<file path="config.mk">
export PLATFORM = sky130hd
export DESIGN_NAME = svc_watchdog
export DESIGN_NICKNAME = d
export VERILOG_FILES = /design/src/rtl/svc_watchdog_pkg.sv /design/src/rtl/svc_watchdog_cfg.sv /design/src/rtl/svc_watchdog_key.sv /design/src/rtl/svc_watchdog_timer.sv /design/src/rtl/svc_watchdog_status.sv /design/src/rtl/svc_watchdog.sv
export SDC_FILE = /design/constraint.sdc
export NUM_CORES = 1
export LEC_CHECK = 0
export ABC_AREA = 0
export CAP_MARGIN = 5
export CORE_MARGIN = 2
export CORE_UTILIZATION = 53
export CTS_BUF_LIST = sky130_fd_sc_hd__clkbuf_16
export CTS_CLUSTER_DIAMETER = 40
export DETAILED_ROUTE_END_ITERATION = 16
export PLACE_DENSITY_LB_ADDON = 0.08
export RECOVER_POWER = 100
export SLEW_MARGIN = 15
export SYNTH_ARGS = -nofsm -noshare
export SYNTH_HDL_FRONTEND = slang
export SYNTH_SLANG_ARGS = --single-unit
export TNS_END_PERCENT = 100
</file>
<file path="constraint.sdc">
create_clock -name clk -period 1.65 [get_ports clk]
set_input_delay 0.165 -clock clk [delete_from_list [all_inputs] [get_ports clk]]
set_output_delay 0.165 -clock clk [all_outputs]
set_load 0.02 [all_outputs]
</file>
<file path="src/rtl/svc_watchdog_pkg.sv">
package svc_watchdog_pkg;

  localparam int unsigned DATA_W = 8;

  // Service key bytes, in the order they must arrive
  localparam logic [DATA_W-1:0] KEY_ARM  = 8'h55;
  localparam logic [DATA_W-1:0] KEY_FIRE = 8'hAA;

  typedef enum logic {
    KEY_IDLE  = 1'b0,
    KEY_ARMED = 1'b1
  } key_state_e;

  // Packed so that bit 0 is the tick select and bit 1 the window enable
  typedef struct packed {
    logic win_en;
    logic bus_sel;
  } wdt_cfg_t;

  localparam int unsigned CFG_W = $bits(wdt_cfg_t);

endpackage

</file>
<file path="src/rtl/svc_watchdog_cfg.sv">
module svc_watchdog_cfg
  import svc_watchdog_pkg::*;
(
  input  logic     clk,
  input  logic     rst_ni,
  input  logic     cfg_wr,
  input  wdt_cfg_t cfg_in,
  output wdt_cfg_t cfg_q,
  output logic     locked_q
);

  wdt_cfg_t cfg_d;
  logic     locked_d;

  always_comb begin
    cfg_d    = cfg_q;
    locked_d = locked_q;
    if (cfg_wr && !locked_q) begin
      cfg_d    = cfg_in;
      locked_d = 1'b1;
    end
  end

  always_ff @(posedge clk or negedge rst_ni) begin
    if (!rst_ni) begin
      cfg_q    <= '0;
      locked_q <= 1'b0;
    end else begin
      cfg_q    <= cfg_d;
      locked_q <= locked_d;
    end
  end

endmodule

</file>
<file path="src/rtl/svc_watchdog_key.sv">
module svc_watchdog_key
  import svc_watchdog_pkg::*;
(
  input  logic              clk,
  input  logic              rst_ni,
  input  logic              svc_wr,
  input  logic [DATA_W-1:0] svc_data,
  input  logic              block,     // write rejected by the window check
  input  logic              abort,     // any reset request this cycle
  output logic              svc_done
);

  key_state_e state_q, state_d;

  // Kept apart from the next-state process: the timer uses svc_done to
  // decide the abort that feeds back into the next state.
  assign svc_done = svc_wr && !block && (state_q == KEY_ARMED) &&
                    (svc_data == KEY_FIRE);

  always_comb begin
    state_d = state_q;
    if (svc_wr && !block) begin
      unique case (state_q)
        KEY_IDLE:  if (svc_data == KEY_ARM) state_d = KEY_ARMED;
        KEY_ARMED: state_d = (svc_data == KEY_ARM) ? KEY_ARMED : KEY_IDLE;
        default:   state_d = KEY_IDLE;
      endcase
    end
    if (abort) state_d = KEY_IDLE;
  end

  always_ff @(posedge clk or negedge rst_ni) begin
    if (!rst_ni) state_q <= KEY_IDLE;
    else         state_q <= state_d;
  end

endmodule

</file>
<file path="src/rtl/svc_watchdog_timer.sv">
module svc_watchdog_timer #(
  parameter int unsigned TIMEOUT = 1024,
  localparam int unsigned CNT_W     = (TIMEOUT > 2) ? $clog2(TIMEOUT) : 1,
  localparam int unsigned WIN_START = TIMEOUT - TIMEOUT / 4
) (
  input  logic             clk,
  input  logic             rst_ni,
  input  logic             tick,
  input  logic             win_en,
  input  logic             svc_wr,
  input  logic             svc_done,
  output logic             violate_ev,
  output logic             timeout_ev,
  output logic [CNT_W-1:0] count_q
);

  localparam logic [CNT_W-1:0] LAST_CNT = CNT_W'(TIMEOUT - 1);
  localparam logic [CNT_W-1:0] OPEN_CNT = CNT_W'(WIN_START);

  logic [CNT_W-1:0] count_d;
  logic             early;

  assign early      = count_q < OPEN_CNT;
  assign violate_ev = win_en && svc_wr && early;
  // A key completing on the terminal tick wins over the timeout
  assign timeout_ev = tick && (count_q == LAST_CNT) && !svc_done;

  always_comb begin
    count_d = count_q;
    if (violate_ev || timeout_ev || svc_done) count_d = '0;
    else if (tick)                            count_d = count_q + 1'b1;
  end

  always_ff @(posedge clk or negedge rst_ni) begin
    if (!rst_ni) count_q <= '0;
    else         count_q <= count_d;
  end

endmodule

</file>
<file path="src/rtl/svc_watchdog_status.sv">
module svc_watchdog_status (
  input  logic clk,
  input  logic rst_ni,
  input  logic timeout_ev,
  input  logic violate_ev,
  output logic req_q,
  output logic cause_to_q,
  output logic cause_win_q
);

  logic req_d, cause_to_d, cause_win_d;

  always_comb begin
    req_d       = timeout_ev || violate_ev;
    cause_to_d  = cause_to_q;
    cause_win_d = cause_win_q;
    if (violate_ev) begin
      cause_to_d  = 1'b0;
      cause_win_d = 1'b1;
    end else if (timeout_ev) begin
      cause_to_d  = 1'b1;
      cause_win_d = 1'b0;
    end
  end

  always_ff @(posedge clk or negedge rst_ni) begin
    if (!rst_ni) begin
      req_q       <= 1'b0;
      cause_to_q  <= 1'b0;
      cause_win_q <= 1'b0;
    end else begin
      req_q       <= req_d;
      cause_to_q  <= cause_to_d;
      cause_win_q <= cause_win_d;
    end
  end

endmodule

</file>
<file path="src/rtl/svc_watchdog.sv">
module svc_watchdog
  import svc_watchdog_pkg::*;
#(
  parameter int unsigned TIMEOUT     = 1024,
  parameter int unsigned ADDR_W      = 2,
  parameter int unsigned CFG_ADDR    = 0,
  parameter int unsigned SVC_ADDR    = 1,
  parameter int unsigned SYNC_STAGES = 2
) (
  input  logic              clk,
  input  logic              rst_n,
  input  logic              wr_en,
  input  logic [ADDR_W-1:0] wr_addr,
  input  logic [DATA_W-1:0] wr_data,
  input  logic              slow_tick,
  input  logic              bus_tick,
  output logic              rst_req,
  output logic              cause_timeout,
  output logic              cause_window
);

  localparam int unsigned CNT_W     = (TIMEOUT > 2) ? $clog2(TIMEOUT) : 1;
  localparam int unsigned WIN_START = TIMEOUT - TIMEOUT / 4;

  // Reset: asserted asynchronously, released on a clock edge
  logic rst_sync_n;
  generate
    if (SYNC_STAGES <= 1) begin : g_sync_one
      logic stage_q;
      always_ff @(posedge clk or negedge rst_n) begin
        if (!rst_n) stage_q <= 1'b0;
        else        stage_q <= 1'b1;
      end
      assign rst_sync_n = stage_q;
    end else begin : g_sync_chain
      logic [SYNC_STAGES-1:0] stage_q;
      always_ff @(posedge clk or negedge rst_n) begin
        if (!rst_n) stage_q <= '0;
        else        stage_q <= {stage_q[SYNC_STAGES-2:0], 1'b1};
      end
      assign rst_sync_n = stage_q[SYNC_STAGES-1];
    end
  endgenerate

  logic cfg_wr, svc_wr;
  assign cfg_wr = wr_en && (wr_addr == ADDR_W'(CFG_ADDR));
  assign svc_wr = wr_en && (wr_addr == ADDR_W'(SVC_ADDR));

  wdt_cfg_t cfg_q;
  logic     cfg_locked;

  svc_watchdog_cfg u_cfg (
    .clk      (clk),
    .rst_ni   (rst_sync_n),
    .cfg_wr   (cfg_wr),
    .cfg_in   (wdt_cfg_t'(wr_data[CFG_W-1:0])),
    .cfg_q    (cfg_q),
    .locked_q (cfg_locked)
  );

  logic tick, win_en;
  assign tick   = cfg_q.bus_sel ? bus_tick : slow_tick;
  assign win_en = cfg_q.win_en;

  logic             svc_done, violate_ev, timeout_ev;
  logic [CNT_W-1:0] count;

  svc_watchdog_key u_key (
    .clk      (clk),
    .rst_ni   (rst_sync_n),
    .svc_wr   (svc_wr),
    .svc_data (wr_data),
    .block    (violate_ev),
    .abort    (violate_ev || timeout_ev),
    .svc_done (svc_done)
  );

  svc_watchdog_timer #(.TIMEOUT(TIMEOUT)) u_timer (
    .clk        (clk),
    .rst_ni     (rst_sync_n),
    .tick       (tick),
    .win_en     (win_en),
    .svc_wr     (svc_wr),
    .svc_done   (svc_done),
    .violate_ev (violate_ev),
    .timeout_ev (timeout_ev),
    .count_q    (count)
  );

  svc_watchdog_status u_status (
    .clk         (clk),
    .rst_ni      (rst_sync_n),
    .timeout_ev  (timeout_ev),
    .violate_ev  (violate_ev),
    .req_q       (rst_req),
    .cause_to_q  (cause_timeout),
    .cause_win_q (cause_window)
  );

endmodule

</file>
==> impl_results.md, run 1 <==
* DRT Pass-1 Iters at 4
* Io pins at 18
* RD Place Congestion at roughly 0.83
* Final net count at 135
* Placed cell count at 131
* Clock slew at reported path FFs at ~50 ps
* P_sw at approximately 420 uW
* Vias/cell at between 5 and 6
* Clock power frac at 0.310
* Vias in the first global route at ~670
* Most frequent cell after synthesis: dfrtp_1
* Top post-synthesis cells by area: dfrtp_1 (51%), xnor2_1 (7.6%), nor2_1 (6.1%)
* Die Area at about 2100 um^2
* Status: finished clean
* Post-CTS setup buffer count at 0
* DRC Markers at 0
* Crit-path max cell delay at 450 ps
* Least-Margin Pin Slew at roughly 670 ps
* Ratio of cells with drive above 1 in the final layout at 0.186
* Worst Path Arrival at 1750 ps
* # port buffers at 17
* Initial DRC Count at 13
* CTS tree: yes
* Post-synth EDFFs at 0
* Internal cell power at between 1 and 1.5 mW
* Die height at ~46 um
* Number of diodes at 0
* Design Power at around 1.5 mW
* CTS sink count at 19
* Synth warn at 0
* Final core utilization at 0.759
* Main synth FF type: dfrtp_1
* Largest net degree at the start of global routing at 18
* Final Setup Violations at 0
* Syn_area_per_cell at 10.6 um^2
* Via count at 742
* Syn Nets at between 100 and 150
* CP Class: input pin to register
* Slew Viols, Final at 0
* Fin crit period at ~1600 ps
* Synth top area share at 0.514
* Final-report hold violation count at 0
* Peak Freq at ~620 MHz
* WL/cell at around 15 um
* Fin Clk Skew at between 4 and 5 ps
* Core area at 1690 um^2
* CP max FO at 3
* Critical path, cell by cell: clkdlybuf4s50_1, or3b_1, or4_4, nor3b_2, a21o_1
* Setup crit start kind: input pin
* CP endpoint kind: register
* Worst endpoint required time at between 1500 and 2000 ps
* Syn Std Cell Area at between 900 and 1000 um^2
* Seq pwr share at 0.442
* Sequential-to-total area share from yosys stat at 0.514
* Row count at 15
* Post-Layout Cell Count at 135
* DP HPWL at approximately 1400 um
* Total track usage at 0.200
* Power density over the cells at around 1200 nW/um^2
* CTS buffer count at 3
* Ys async rst share at 1.00
* Max-Cap Viols at 0
* First-pass GRT wire length at around 2900 um
* Initial antenna violation count at 0
* Netlist cell types at 32
* Die X-Extent at 45.8 um
* Comb power frac at 0.247
* Worst relative slew slack at 0.555
* H-tree depth at 1
* Root Buffer: clkbuf_16
* Clk_lat worst skew at roughly 250 ps
* Total global routing overflow at 0
* Synth cell count leaders: dfrtp_1 (19), nor2_1 (15), xnor2_1 (8), nand2_1 (6)
* Pleak at 0.567 nW
* Initial Utilization at 0.547
* CP max-delay cell: or4_4
* Hold Path Class: input pin to asynchronous set/reset pin
* VDD IR-drop max at approximately 950 uV
* Final worst-path cycle share at 0.977
* Area grow syn2layout at 38.6%
* Mapped Cells at 87
* Post-route antenna net violation count at 0
* Hold WS at ~160 ps
* Synth area leader: dfrtp_1
* Maximum clock path buffer count at 2
* #FFs+latches synth at 19
* Switching part of the total at 0.275
* Final wirelength at between 1500 and 2000 um
[area by class of cell]
type | instances | area, um^2
well taps | 17 | 21.3
inverters | 2 | 7.51
clock buffers | 3 | 75.1
multi-input cells | 65 | 447
repair buffers | 28 | 251
flip-flops and latches | 19 | 475
clock inverters | 1 | 3.75
fillers | 127 | 408
[routing by layer]
metal,wire length (um),GRT usage,vias up
met5,0,0,-
met1,903,0.271,365
met4,10,0.0857,0
met2,1000,0.304,12
met3,57,0.0476,2
li1,-,-,363
[worst max-delay path: cells and delay by family]
family	cells	cell delay (ps)
simple gates	3	1000
buf+inv	1	430
compound gates	1	150
[repair_timing]
action | 4_1_cts | 5_1_grt
hold endpoints to repair | 0 | 0
gates resized for setup | 0 | 4
endpoints found under the setup margin | 0 | 11
hold buffers | 0 | 0
[registers in the layout, summed over array words and instances, names as in the netlist]
register / flops
u_cfg.cfg_q: 2
u_timer.count_q: 10
u_cfg.locked_q: 1
u_key.state_q: 1
u_status.req_q: 1
u_status.cause_win_q: 1
g_sync_chain.stage_q: 2
u_status.cause_to_q: 1
[cells by family after synthesis]
logic type / synth area share
multiplexers: 0.0460
XOR/XNOR: 0.0853
flip-flops: 0.514
buffers and inverters: 0.0135
other: 0.00406
adder cells (fa/ha/maj): 0.0135
AO/OA/AOI/OAI: 0.0460
AND/OR/NAND/NOR: 0.277
[stage by stage]
step           setup slack (ps)  setup TNS (ps)  instance area [um^2]
2_1_floorplan               107               0                   925
3_3_place_gp               -218           -2490                  1190
3_5_place_dp               -249           -2940                  1190
4_1_cts                    11.3               0                  1270
5_1_grt                  -0.465          -0.465                  1280
6_report                   38.7               0                  1280
[power groups by stage]
stage | logic [mW] | clock network (mW) | registers (mW)
after floorplan | 0.229 | 0 | 0.674
after global placement | 0.366 | 0 | 0.677
after detailed placement | 0.380 | 0 | 0.683
after CTS | 0.380 | 0.490 | 0.678
after global routing | 0.422 | 0.510 | 0.690
final | 0.379 | 0.475 | 0.676
[placed cells by master (no fill, tap or decap), drive strengths merged, types with 2 or more instances in the layout]
| cell | n |
|---|---|
| dfrtp | 19 |
| nor2 | 15 |
| clkdlybuf4s50 | 11 |
| buf | 9 |
| xnor2 | 8 |
| nand2 | 6 |
| dlygate4sd3 | 5 |
| clkbuf | 5 |
| inv | 3 |
| nand3 | 3 |
| nor4 | 3 |
| a21oi | 3 |
| mux2i | 2 |
| or4 | 2 |
| mux2 | 2 |
| or4bb | 2 |
| nor3 | 2 |
| nor3b | 2 |
[final timing paths]
check	startpoint	endpoint	slack, ps	depth (start not counted)
setup / recovery	wr_data[2]	u_status.cause_to_q	40	5
max in group asynchronous	g_sync_chain.stage_q[1]	u_timer.count_q[6]	950	0
setup reg to reg	u_timer.count_q[0]	u_status.req_q	60	5
hold / removal	rst_n	g_sync_chain.stage_q[1]	160	1
min in group clk	wr_data[1]	u_cfg.cfg_q[1]	230	2
hold reg to reg	g_sync_chain.stage_q[1]	u_timer.count_q[8]	270	0
(Power assumes the default switching activity.)
==> run 2, diff against run 1 <==
--- a/config.mk
+++ b/config.mk
@@ -14,7 +14,7 @@
 export DETAILED_ROUTE_END_ITERATION = 16
 export PLACE_DENSITY_LB_ADDON = 0.08
 export RECOVER_POWER = 100
-export SLEW_MARGIN = 15
+export SLEW_MARGIN = 20
 export SYNTH_ARGS = -nofsm -noshare
 export SYNTH_HDL_FRONTEND = slang
 export SYNTH_SLANG_ARGS = --single-unit
==> results of run 2 <==
No change in the layout: final DEF, timing and power equal those of run 1.
==> run 3, diff against run 2 <==
--- a/config.mk
+++ b/config.mk
@@ -14,7 +14,6 @@
 export DETAILED_ROUTE_END_ITERATION = 16
 export PLACE_DENSITY_LB_ADDON = 0.08
 export RECOVER_POWER = 100
-export SLEW_MARGIN = 20
 export SYNTH_ARGS = -nofsm -noshare
 export SYNTH_HDL_FRONTEND = slang
 export SYNTH_SLANG_ARGS = --single-unit
==> results of run 3 <==
No change in the layout: final DEF, timing and power equal those of run 1.
